==> config.mk <==
export PLATFORM = sky130hd
export DESIGN_NAME = sector_buf_writer
export DESIGN_NICKNAME = d
export VERILOG_FILES = /design/src/rtl/sbw_pkg.sv /design/src/rtl/sbw_status.sv /design/src/rtl/sbw_ptrs.sv /design/src/rtl/sbw_seq.sv /design/src/rtl/sector_buf_writer.sv
export SDC_FILE = /design/constraint.sdc
export NUM_CORES = 1
export LEC_CHECK = 0
export ABC_AREA = 0
export BUFFER_PORTS_ARGS = -buffer_cell sky130_fd_sc_hd__buf_2
export CAP_MARGIN = 15
export CORE_MARGIN = 4
export CORE_UTILIZATION = 53
export CTS_CLUSTER_SIZE = 28
export DETAILED_ROUTE_END_ITERATION = 8
export MAX_ROUTING_LAYER = met4
export PLACE_DENSITY_LB_ADDON = 0.05
export SYNTH_ARGS = -nofsm -noshare
export SYNTH_HDL_FRONTEND = slang
export SYNTH_SLANG_ARGS = --single-unit
==> constraint.sdc <==
create_clock -name clk -period 2.69 [get_ports clk]
set_clock_uncertainty 0.05 [all_clocks]
set_input_delay 0.538 -clock clk [delete_from_list [all_inputs] [get_ports clk]]
set_output_delay 0.538 -clock clk [all_outputs]
set_load 0.03 [all_outputs]
==> src/rtl/sbw_pkg.sv <==
package sbw_pkg;
  typedef enum logic [1:0] {
    SEQ_IDLE = 2'd0,
    SEQ_HDR  = 2'd1,
    SEQ_DATA = 2'd2
  } seq_state_e;

  localparam logic [7:0] STAT_NONE  = 8'h80;
  localparam logic [7:0] STAT_FRESH = 8'h00;
endpackage

==> src/rtl/sbw_status.sv <==
module sbw_status #(
  parameter int HDR_W = 32
) (
  input  logic             clk,
  input  logic             rst_n,
  input  logic             dec_go,
  input  logic [HDR_W-1:0] hdr_in,
  input  logic             stat_rd,
  input  logic             irq_en,
  output logic [HDR_W-1:0] hdr_reg,
  output logic [7:0]       stat3,
  output logic             dec_flag_n,
  output logic             irq
);
  import sbw_pkg::*;

  always_ff @(posedge clk) begin
    if (!rst_n) begin
      hdr_reg    <= '0;
      stat3      <= STAT_NONE;
      dec_flag_n <= 1'b1;
    end else if (dec_go) begin
      // a fresh sector outranks a simultaneous status read
      hdr_reg    <= hdr_in;
      stat3      <= STAT_FRESH;
      dec_flag_n <= 1'b0;
    end else if (stat_rd) begin
      stat3      <= STAT_NONE;
      dec_flag_n <= 1'b1;
    end
  end

  assign irq = irq_en && !dec_flag_n;
endmodule

==> src/rtl/sbw_ptrs.sv <==
module sbw_ptrs #(
  parameter int PTR_W  = 16,
  parameter int BUF_AW = 14,
  parameter int STRIDE = 2352
) (
  input  logic              clk,
  input  logic              rst_n,
  input  logic              store_go,
  input  logic              ld_allow,
  input  logic              pt_load,
  input  logic              wa_load,
  input  logic [PTR_W-1:0]  load_val,
  output logic [PTR_W-1:0]  blk_ptr,
  output logic [PTR_W-1:0]  wr_addr,
  output logic [BUF_AW-1:0] base_next
);
  localparam logic [PTR_W-1:0] STEP = PTR_W'(STRIDE);

  logic [PTR_W-1:0] pt_step;
  assign pt_step   = blk_ptr + STEP;
  assign base_next = pt_step[BUF_AW-1:0];

  always_ff @(posedge clk) begin
    if (!rst_n) begin
      blk_ptr <= '0;
      wr_addr <= '0;
    end else if (store_go) begin
      blk_ptr <= pt_step;
      wr_addr <= wr_addr + STEP;
    end else if (ld_allow) begin
      if (pt_load) blk_ptr <= load_val;
      if (wa_load) wr_addr <= load_val;
    end
  end
endmodule

==> src/rtl/sbw_seq.sv <==
module sbw_seq #(
  parameter int BUF_AW     = 14,
  parameter int HDR_BYTES  = 4,
  parameter int DATA_BYTES = 2048
) (
  input  logic                   clk,
  input  logic                   rst_n,
  input  logic                   store_go,
  input  logic [BUF_AW-1:0]      base_in,
  input  logic [8*HDR_BYTES-1:0] hdr_in,
  input  logic                   data_valid,
  input  logic [7:0]             data_in,
  output logic                   data_ready,
  output logic                   ram_we,
  output logic [BUF_AW-1:0]      ram_addr,
  output logic [7:0]             ram_wdata,
  output logic                   busy
);
  import sbw_pkg::*;

  localparam int HDR_W = 8 * HDR_BYTES;
  localparam int TOTAL = HDR_BYTES + DATA_BYTES;
  localparam int CNT_W = $clog2(TOTAL);
  localparam logic [CNT_W-1:0] HDR_LAST = CNT_W'(HDR_BYTES - 1);
  localparam logic [CNT_W-1:0] ALL_LAST = CNT_W'(TOTAL - 1);

  seq_state_e        state;
  logic [CNT_W-1:0]  idx;
  logic [BUF_AW-1:0] base_q;
  logic [HDR_W-1:0]  hdr_sh;

  always_ff @(posedge clk) begin
    if (!rst_n) begin
      state  <= SEQ_IDLE;
      idx    <= '0;
      base_q <= '0;
      hdr_sh <= '0;
    end else begin
      case (state)
        SEQ_IDLE: if (store_go) begin
          base_q <= base_in;
          hdr_sh <= hdr_in;
          idx    <= '0;
          state  <= SEQ_HDR;
        end
        SEQ_HDR: begin
          hdr_sh <= hdr_sh << 8;
          idx    <= idx + 1'b1;
          if (idx == HDR_LAST) state <= SEQ_DATA;
        end
        SEQ_DATA: if (data_valid) begin
          idx <= idx + 1'b1;
          if (idx == ALL_LAST) state <= SEQ_IDLE;
        end
        default: state <= SEQ_IDLE;
      endcase
    end
  end

  assign busy       = (state != SEQ_IDLE);
  assign data_ready = (state == SEQ_DATA);
  assign ram_we     = (state == SEQ_HDR) || (data_ready && data_valid);
  assign ram_addr   = base_q + BUF_AW'(idx);
  assign ram_wdata  = (state == SEQ_HDR) ? hdr_sh[HDR_W-1 -: 8] : data_in;
endmodule

==> src/rtl/sector_buf_writer.sv <==
module sector_buf_writer #(
  parameter int PTR_W      = 16,
  parameter int BUF_AW     = 14,
  parameter int HDR_BYTES  = 4,
  parameter int DATA_BYTES = 2048,
  parameter int STRIDE     = 2352,
  parameter int DEC_BIT    = 7,
  parameter int STORE_BIT  = 2
) (
  input  logic                   clk,
  input  logic                   rst_n,
  input  logic [7:0]             ctrl0,
  input  logic                   irq_en,
  input  logic                   hdr_valid,
  output logic                   hdr_ready,
  input  logic [8*HDR_BYTES-1:0] hdr_in,
  input  logic                   data_valid,
  output logic                   data_ready,
  input  logic [7:0]             data_in,
  input  logic                   stat_rd,
  input  logic                   pt_load,
  input  logic                   wa_load,
  input  logic [PTR_W-1:0]       load_val,
  output logic                   ram_we,
  output logic [BUF_AW-1:0]      ram_addr,
  output logic [7:0]             ram_wdata,
  output logic                   busy,
  output logic [8*HDR_BYTES-1:0] hdr_reg,
  output logic [7:0]             stat3,
  output logic                   dec_flag_n,
  output logic                   irq,
  output logic [PTR_W-1:0]       blk_ptr,
  output logic [PTR_W-1:0]       wr_addr
);
  localparam int HDR_W = 8 * HDR_BYTES;

  logic              take;
  logic              dec_go;
  logic              store_go;
  logic [BUF_AW-1:0] base_next;

  assign hdr_ready = !busy;
  assign take      = hdr_valid && hdr_ready;
  assign dec_go    = take && ctrl0[DEC_BIT];
  assign store_go  = dec_go && ctrl0[STORE_BIT];

  sbw_status #(.HDR_W(HDR_W)) u_status (
    .clk(clk), .rst_n(rst_n), .dec_go(dec_go), .hdr_in(hdr_in),
    .stat_rd(stat_rd), .irq_en(irq_en), .hdr_reg(hdr_reg),
    .stat3(stat3), .dec_flag_n(dec_flag_n), .irq(irq)
  );

  sbw_ptrs #(.PTR_W(PTR_W), .BUF_AW(BUF_AW), .STRIDE(STRIDE)) u_ptrs (
    .clk(clk), .rst_n(rst_n), .store_go(store_go), .ld_allow(!busy),
    .pt_load(pt_load), .wa_load(wa_load), .load_val(load_val),
    .blk_ptr(blk_ptr), .wr_addr(wr_addr), .base_next(base_next)
  );

  sbw_seq #(.BUF_AW(BUF_AW), .HDR_BYTES(HDR_BYTES), .DATA_BYTES(DATA_BYTES)) u_seq (
    .clk(clk), .rst_n(rst_n), .store_go(store_go), .base_in(base_next),
    .hdr_in(hdr_in), .data_valid(data_valid), .data_in(data_in),
    .data_ready(data_ready), .ram_we(ram_we), .ram_addr(ram_addr),
    .ram_wdata(ram_wdata), .busy(busy)
  );
endmodule

### Yosys cells after proc, flatten, opt, wreduce, memory -nomap -nowiden

Index checks and enable logic that the tools add are counted.

* register bits: 126
* output and inout bits: 100

* $add $sub $neg: 4
* eq/ne operators: 9
* multiplexer cells: 21
* reductions and logical operators: 21

Operators with widths (count)
* 16-bit two-way mux: 6
* 32-bit case mux with 2 select lines: 1
* 12-bit case mux with 3 select lines: 1
* 16-bit by 12-bit adder with 16-bit output, second input constant: 2
* 32-bit two-way mux: 1
* 12-bit two-way mux: 2
* 8-bit two-way mux: 3
* 14-bit by 12-bit adder with 14-bit output: 1
* 12-bit by 1-bit adder with 12-bit output, second input constant: 1
* 12-bit == test, second input constant: 1
* 12-bit by 2-bit == test with 1-bit output, second input constant: 1
* 2-bit nonzero test: 5
* 2-bit two-way mux: 4
* 2-bit AND reduction: 4
* 2-bit inequality test, second input constant: 3
* 2-bit case mux with 3 select lines: 1
* 1-bit logical AND: 5
* 2-bit by 1-bit inequality test with 1-bit output, second input constant: 2
* 4-bit AND reduction: 1
* 3-bit AND reduction: 1
* 3-bit nonzero test: 1
* 2-bit by 1-bit == test with 1-bit output, second input constant: 1
* 2-bit == test, second input constant: 1
* 1-bit zero test: 2
* 3 further kinds: 4

### Logic depth before layout (Yosys ltp)

Gate-level depths: netlist of the first run.

* depth in word-level cells: 7
* depth in mapped cells: 10
* mapped depth without buffers: 8

### By module

Synthesis of the first run repeated with hierarchy kept, for this count alone.

* cell total of the unflattened synthesis: 767
* area total of the unflattened synthesis: 6815.3 µm²

Modules (own cells, without submodules)
* sbw_seq: times used 1, cells each 418, area an instance 3595.9 µm², seq. area each 1201.2 µm²
* sbw_ptrs: times used 1, cells each 230, area an instance 1853.0 µm², seq. area each 640.6 µm²
* sbw_status: times used 1, cells each 116, area an instance 1342.5 µm², seq. area each 660.6 µm²
* sector_buf_writer: times used 1, cells each 3, area an instance 23.8 µm², seq. area each 0.0 µm²

### Least setup slack after synthesis of the first run

Ideal clock, no wire load.

* path type: flip-flop to output port
* start: reg u_seq.idx[0]
* end: out ram_addr[10]
* arrival: 2155 ps
* data required time: 2102 ps
* setup slack: -53 ps
* stages on the path, launching flop included: 9
* buffers on the path: 0
* cells stage by stage: dfxtp_1 > ha_1 > inv_1 > fa_1 > nand2b_1 > a21oi_1 > nor2_1 > o31ai_1 > xor2_1

* longest elaborated chain between the ends: 1

RTL lines
* from (decl): RTL line sbw_seq.sv:28 `logic [CNT_W-1:0] idx;`
* from (signal assigned): RTL line sbw_seq.sv:48 `idx <= idx + 1'b1;`
* from (signal assigned): RTL line sbw_seq.sv:52 `idx <= idx + 1'b1;`
* 14-bit by 12-bit adder with 14-bit output: RTL line sbw_seq.sv:63 `assign ram_addr = base_q + BUF_AW'(idx);`
* to (decl): RTL line sector_buf_writer.sv:25 `output logic [BUF_AW-1:0] ram_addr,`

No other way between the ends.

### Final worst setup path of the first run

* start: reg u_seq.idx[7]
* end: out ram_addr[12]

Same word-level chain as after synthesis.

==> impl_metrics.py, run 1 <==
metrics = {
    "placed_design": {
        "post_dp_cell_area_um2": 7110,
        "dpl_worst_slack_ps": 6.73,
        "io_buffers": 158,
        "place.detailed.hpwl_um": 12100,
        "gpl.final_weighted_congestion": 0.916,
    },
    "logic_synthesis": {
        "netlist-cell-type-count": 59,
        "sequential_to_total_area_share_from_yosys_stat_pct": 40.2,
        "synth_top_family_by_area": "compound AO/OA/AOI/OAI gates",
        "synth_edf_count": 0,
        "muxShareOfSynthArea_pct": 6.44,
        "total_of_warnings_raised_by_yosys": 0,
        "synth_area_leader_cell": "sky130_fd_sc_hd__dfxtp_1",
        "asyncSetResetFlopFracSynth_pct": 0,
        "synthAdderAreaFrac_pct": 4.34,
        "postSynth.topFlopCell": "sky130_fd_sc_hd__dfxtp_1",
        "synth-seq-cells": 125,
        "synth_xor_area_share_pct": 4.93,
        "synth_compound_area_share_pct": 20.5,
        "per_instance_average_area_after_synthesis_um2": 8.33,
        "synthCells": 747,
        "synth-simple-area-share_pct": 17.5,
        "synth_top_cells_by_area": "sky130_fd_sc_hd__dfxtp_1 40%, sky130_fd_sc_hd__nand2_1 6.6%, sky130_fd_sc_hd__a21oi_1 6.3%",
        "synth_top_cell_area_share_pct": 40.2,
        "synthesized_cell_area_um2": 6220,
    },
    "floorplan": {
        "design.core.area_um2": 11500,
        "core.rowCount": 39,
        "die-area_um2": 13500,
        "num_io_pins": 172,
        "floorplan.initialDensity_pct": 54.2,
        "fp.dieW_um": 116,
        "die_height_um": 116,
    },
    "clocking": {
        "clock_insertion_delay_worst_skew_ps": 410,
        "clk_path_buf_depth": 2,
        "cts_max_level": 4,
        "clk_root_buffer_cell": "sky130_fd_sc_hd__clkbuf_16",
        "cts_num_sinks": 125,
        "path_clk_slew_ps": 60,
        "cts_inserted_buffers": 17,
        "clock_tree_from_tritoncts": "yes",
    },
    "critical_path": {
        "crit_required_ps": 2100,
        "critPathCaptureType": "primary output",
        "timing.critical_path.fanout_max": 6,
        "worstSetupStartpointType": "register",
        "worstSetupPathType": "register to primary output",
        "worst-endpoint-arrival_ps": 2370,
        "crit_chain": "ha_4 -> a21oi_1 -> nand2_1 -> nor2_4 -> o31ai_2 -> buf_4 -> xor2_2 -> buf_6",
        "critPathSlowestCell": "sky130_fd_sc_hd__dfxtp_1",
        "critPathBufInv": 2,
        "critical_path.top_delay_family": "flip-flops",
        "cp_slowest_stage_delay_ps": 500,
    },
    "power": {
        "total_power_mw": 5.51,
        "power_per_cell_area_nw_per_um2": 690,
        "p_leak_nw": 3.38,
        "max-vdd-ir-drop_mv": 0.419,
    },
    "route": {
        "drt.antenna.violating_nets": 0,
        "avgViaCountPerCell": 5.70,
        "routed-via-count": 5982,
        "finalWirelength_um": 17500,
        "first_iter_violations": 329,
        "first_pass_iters": 7,
        "post_drt_wl_per_cell_um": 16.7,
        "route.detailed.drc": 0,
    },
    "global_route": {
        "grt_max_degree": 51,
        "grt_first_pass_wirelength_um": 27000,
        "number_of_antenna_violations_at_the_first_check_in_global_routing": 0,
        "met3_usage_grt_pct": 5.54,
        "globalRoute.busiestLayer": "met2",
        "grt_use_total_pct": 25.8,
        "first_global_vias": 5551,
        "grt.met2_usage_pct": 39.9,
        "grt_overflow": 0,
        "met1_usage_pct": 33.5,
    },
    "cells_and_area": {
        "num_antenna_cells": 0,
        "finalCoreUtilization_pct": 69.6,
        "layout_cell_share_with_drive_strength_beyond_1_pct": 29.7,
        "stdcell_area_um2": 7990,
        "highest_count_cells_in_the_layout_ignoring_fill_and_taps": "150 x sky130_fd_sc_hd__buf_2, 119 x sky130_fd_sc_hd__dfxtp_1, 109 x sky130_fd_sc_hd__nand2_1, 76 x sky130_fd_sc_hd__a21oi_1, 75 x sky130_fd_sc_hd__nor2_1",
        "synthToLayoutAreaGrowth_pct": 28.4,
        "multiInputGateArea_um2": 3640,
        "nNetsFinal": 991,
        "mostFrequentLayoutCell": "sky130_fd_sc_hd__buf_2",
        "regArea_um2": 2510,
        "nFillCells": 932,
    },
    "sta": {
        "period_needed_ps": 2960,
        "finalWorstSetupSlack_ps": -271,
        "maxSlewHeadroom_pct": 53.6,
        "setup_repair_after_global_routing_missed_its_margin": "true",
        "hold_violations_final": 0,
        "worstMarginPinSlew_ps": 695,
        "final-setup-viol-count": 8,
        "final_min_period_over_clock_period_pct": 110,
        "maxClockFrequency_mhz": 338,
        "slew_viol_final": 0,
    },
    "outcome": {
        "status": "finished, violations left",
        "failed_checks": "negative setup slack",
    },
    "job": {
        "cap_violations": 0,
    },
    "min_path": {
        "min-delay-path-class": "input port to register",
    },
}
layer usage:
metal / vias to the layer above / share of wire, %
met2: 254 / 46
li1: 2909 / -
met1: 2785 / 44
met3: 34 / 8.0
met4: 0 / 2.0
met5: - / 0
worst reg2reg max path: cells and delay by family, from the launching register on:
kind                       cells  cell delay, ps
DFF                            1             340
adders and majority gates      1             400
and+or+nand+nor                3             840
buffers and inverters          2             460
AOI/OAI and AO/OA              2             210
cells in the mapped netlist, drive strengths merged (6+ instances only):
library cell / number
dfxtp: 125
nand2: 110
a21oi: 79
nor2: 79
buf: 35
mux2i: 31
o21ai: 29
a211oi: 28
clkbuf: 21
ha: 20
xor2: 19
inv: 17
xnor2: 16
a22oi: 15
nand3: 15
o22ai: 10
mux2: 8
and3: 7
nor3: 7
o211ai: 7
a31oi: 6
nand4: 6
where the power goes:
part / internal (mW) / switching, mW / leakage [nW]
Sequential: 1.99 / 0.124 / 1.02
Combinational: 0.434 / 0.781 / 2.08
Clock: 1.41 / 0.770 / 0.277
Total: 3.84 / 1.68 / 3.38
path summary, 6_finish.rpt:
check / startpoint / end / slack [ps] / cells past startpoint
max: u_seq.idx[7]$_SDFFE_PN0P_ / ram_addr[12] / -270 / 8
min: hdr_in[2] / u_status.hdr_reg[2]$_SDFFE_PN0N_ / 330 / 3
max reg2reg: u_seq.state[1]$_SDFFE_PN0P_ / u_ptrs.blk_ptr[7]$_SDFFE_PN0P_ / 330 / 8
min reg2reg: u_status.hdr_reg[10]$_SDFFE_PN0N_ / u_status.hdr_reg[10]$_SDFFE_PN0N_ / 400 / 2
layout make-up:
cell class	instances	area share, %
clock buffer	21	5.89
sequential	125	31.5
inverter	18	0.846
timing repair buffer	182	12.8
multi-input combinational	554	45.6
tap	143	2.24
clock inverter	7	1.14
metrics by stage:
step,setup TNS (ps),hold WS (ps),cells
2_1_floorplan,0,386,753
3_3_place_gp,0,390,1018
3_5_place_dp,0,398,1018
4_1_cts,-977,311,1048
5_1_grt,-1690,323,1050
6_report,-1130,327,1050
cells by family (layout without fill, tap and decap cells):
family          count (synthesis)  count (layout)
compound gates                203             203
buf+inv                        74             228
mux                            39              39
flops                         125             125
other cells                     1               7
xor+xnor                       35              35
fa+ha+maj                      21              21
simple gates                  249             249
what timing repair did:
action,CTS,global route
endpoints found under the setup margin,8,9
buffers inserted,2,2
resized for setup,40,18
hold buffers,0,0
pin swaps,8,7
No activity file was read; power rests on OpenSTA's default activity.
==> run 2, diff against run 1 <==
- CORE_ASPECT_RATIO: unset -> 0.75
- CORE_UTILIZATION: 53 -> 40
==> run 2 against run 1 <==
Compared with the run above: the run still ends with negative setup slack left; count of clock-buffer cells in the layout did not move; first-iteration DRC count fell by 5.2%; clock power rose by 7%; routed wire length rose by 5.1%; global-route usage fell by 4.5 points; sequential cell count did not move; largest cell class unchanged; largest power group unchanged; highest routed layer unchanged.
==> impl_metrics.py, run 2 (synthesized netlist as in run 1, its figures left out) <==
metrics = {
    "outcome": {
        "status": "finished, violations left",
        "failed_checks": "negative setup slack",
    },
    "route": {
        "post_drt_wl_per_cell_um": 16.5,
        "first_pass_iters": 5,
        "first_iter_violations": 312,
        "finalWirelength_um": 18400,
        "route.detailed.drc": 0,
        "avgViaCountPerCell": 5.26,
        "routed-via-count": 5875,
        "drt.antenna.violating_nets": 0,
    },
    "placed_design": {
        "io_buffers": 158,
        "gpl.final_weighted_congestion": 0.946,
        "place.detailed.hpwl_um": 13300,
        "post_dp_cell_area_um2": 7190,
    },
    "min_path": {
        "hold_end": "u_status.hdr_reg[17]$_SDFFE_PN0N_",
        "holdPathStages": 3,
        "min-delay-path-class": "input port to register",
        "holdCritStartpoint": "hdr_in[17]",
    },
    "critical_path": {
        "timing.rr.start": "u_seq.state[0]$_SDFFE_PN0P_",
        "cp_slowest_stage_delay_ps": 350,
        "timing.critical_path.fanout_max": 2,
        "crit_chain": "ha_4 -> inv_2 -> fa_2 -> nand2b_4 -> a21oi_4 -> nor2_4 -> o31ai_2 -> buf_4 -> xor2_2 -> buf_6",
        "worstSetupPathType": "register to primary output",
        "worst-endpoint-arrival_ps": 2330,
        "critPathSlowestCell": "sky130_fd_sc_hd__dfxtp_2",
        "reg2reg_to": "u_ptrs.blk_ptr[7]$_SDFFE_PN0P_",
        "reg2reg_setup_slack_ps": 290,
        "crit_required_ps": 2100,
        "worstSetupStartpoint": "u_seq.base_q[0]$_SDFFE_PN0P_",
        "ff2ff_path_depth": 8,
        "worstSetupStartpointType": "register",
        "critPathCaptureType": "primary output",
    },
    "clocking": {
        "clock_insertion_delay_worst_skew_ps": 410,
        "clk_path_buf_depth": 2,
        "cts_num_sinks": 125,
        "clock_tree_from_tritoncts": "yes",
        "cts_inserted_buffers": 17,
        "path_clk_slew_ps": 60,
        "clk_root_buffer_cell": "sky130_fd_sc_hd__clkbuf_16",
        "cts_max_level": 4,
    },
    "cells_and_area": {
        "highest_count_cells_in_the_layout_ignoring_fill_and_taps": "150 x sky130_fd_sc_hd__buf_2, 117 x sky130_fd_sc_hd__dfxtp_1, 109 x sky130_fd_sc_hd__nand2_1, 77 x sky130_fd_sc_hd__a21oi_1, 75 x sky130_fd_sc_hd__nor2_1",
        "nFillCells": 1483,
        "layout_cell_share_with_drive_strength_beyond_1_pct": 29.9,
        "nNetsFinal": 991,
        "synthToLayoutAreaGrowth_pct": 30.1,
        "stdcell_area_um2": 8090,
        "finalCoreUtilization_pct": 53.2,
        "regArea_um2": 2520,
        "multiInputGateArea_um2": 3590,
        "num_antenna_cells": 0,
        "mostFrequentLayoutCell": "sky130_fd_sc_hd__buf_2",
    },
    "sta": {
        "final_min_period_over_clock_period_pct": 109,
        "tns_ps": -921,
        "slew_viol_final": 0,
        "final_worst_hold_slack_ps": 321,
        "period_needed_ps": 2920,
        "finalWorstSetupSlack_ps": -231,
        "maxClockFrequency_mhz": 342,
        "setup_repair_after_global_routing_missed_its_margin": "true",
        "worstMarginPinSlew_ps": 995,
        "hold_violations_final": 0,
        "maxSlewHeadroom_pct": 33.2,
        "final-setup-viol-count": 7,
    },
    "power": {
        "power_per_cell_area_nw_per_um2": 700,
        "max-vdd-ir-drop_mv": 0.459,
        "p_leak_nw": 3.43,
        "total_power_mw": 5.66,
    },
    "floorplan": {
        "floorplan.initialDensity_pct": 40.9,
        "fp.dieW_um": 152,
        "num_io_pins": 172,
        "design.core.area_um2": 15200,
        "core.rowCount": 39,
        "die_height_um": 116,
        "die-area_um2": 17600,
    },
    "global_route": {
        "grt_overflow": 0,
        "grt_use_total_pct": 21.3,
        "first_global_vias": 5569,
        "grt_max_degree": 67,
        "grt_first_pass_wirelength_um": 29300,
        "number_of_antenna_violations_at_the_first_check_in_global_routing": 0,
    },
    "job": {
        "cap_violations": 0,
    },
}
run 2: area by class of cell:
type / count / share of cell area, %
Inverter: 18 / 0.835
Multi-Input combinational cell: 554 / 44.3
Timing Repair Buffer: 182 / 13.0
Clock inverter: 11 / 1.73
Tap cell: 205 / 3.17
Sequential cell: 125 / 31.1
Clock buffer: 21 / 5.81
run 2: worst max-delay path by stage:
stage / end / cells after the start
CTS: ram_addr[12] / 10
finish: ram_addr[12] / 10
detailed placement: ram_addr[12] / 10
global placement: ram_addr[12] / 10
floorplan: ram_addr[8] / 8
global route: ram_addr[12] / 10
run 2: report_power, final:
part           internal (mW)  switching, mW  leakage, nW
clock network           1.52          0.816        0.303
logic                  0.423          0.789         2.10
registers               1.99          0.123         1.03
run 2: critical path: cells and delay by family, from the launching register on:
| kind | cells | cell delay (ps) |
|---|---|---|
| compound gates | 2 | 380 |
| simple gates | 2 | 220 |
| flops | 1 | 350 |
| xor+xnor | 1 | 140 |
| buf+inv | 3 | 330 |
| fa+ha+maj | 2 | 470 |
run 2: what timing repair did:
action | 4_1_cts | 5_1_grt
pin swaps | 9 | 10
cloned | 0 | 0
buffers inserted | 4 | 2
hold buffers | 0 | 0
gates resized for setup | 40 | 20
endpoints found under the setup margin | 10 | 8
run 2: layer usage:
layer	track usage, %	vias up	part of all wire [%]	wire length, µm
met4	6.17	0	1.0	187
li1	-	2916	-	-
met5	-	-	0	0
met3	5.67	17	7.3	1350
met1	30.1	2733	50	9170
met2	29.8	209	42	7680
run 2: metrics by stage:
step           cells  worst slack (ps)
6_report        1116              -231
5_1_grt         1116              -314
4_1_cts         1115              -310
3_5_place_dp    1079             -30.7
3_3_place_gp    1079             -12.1
2_1_floorplan    753              13.0
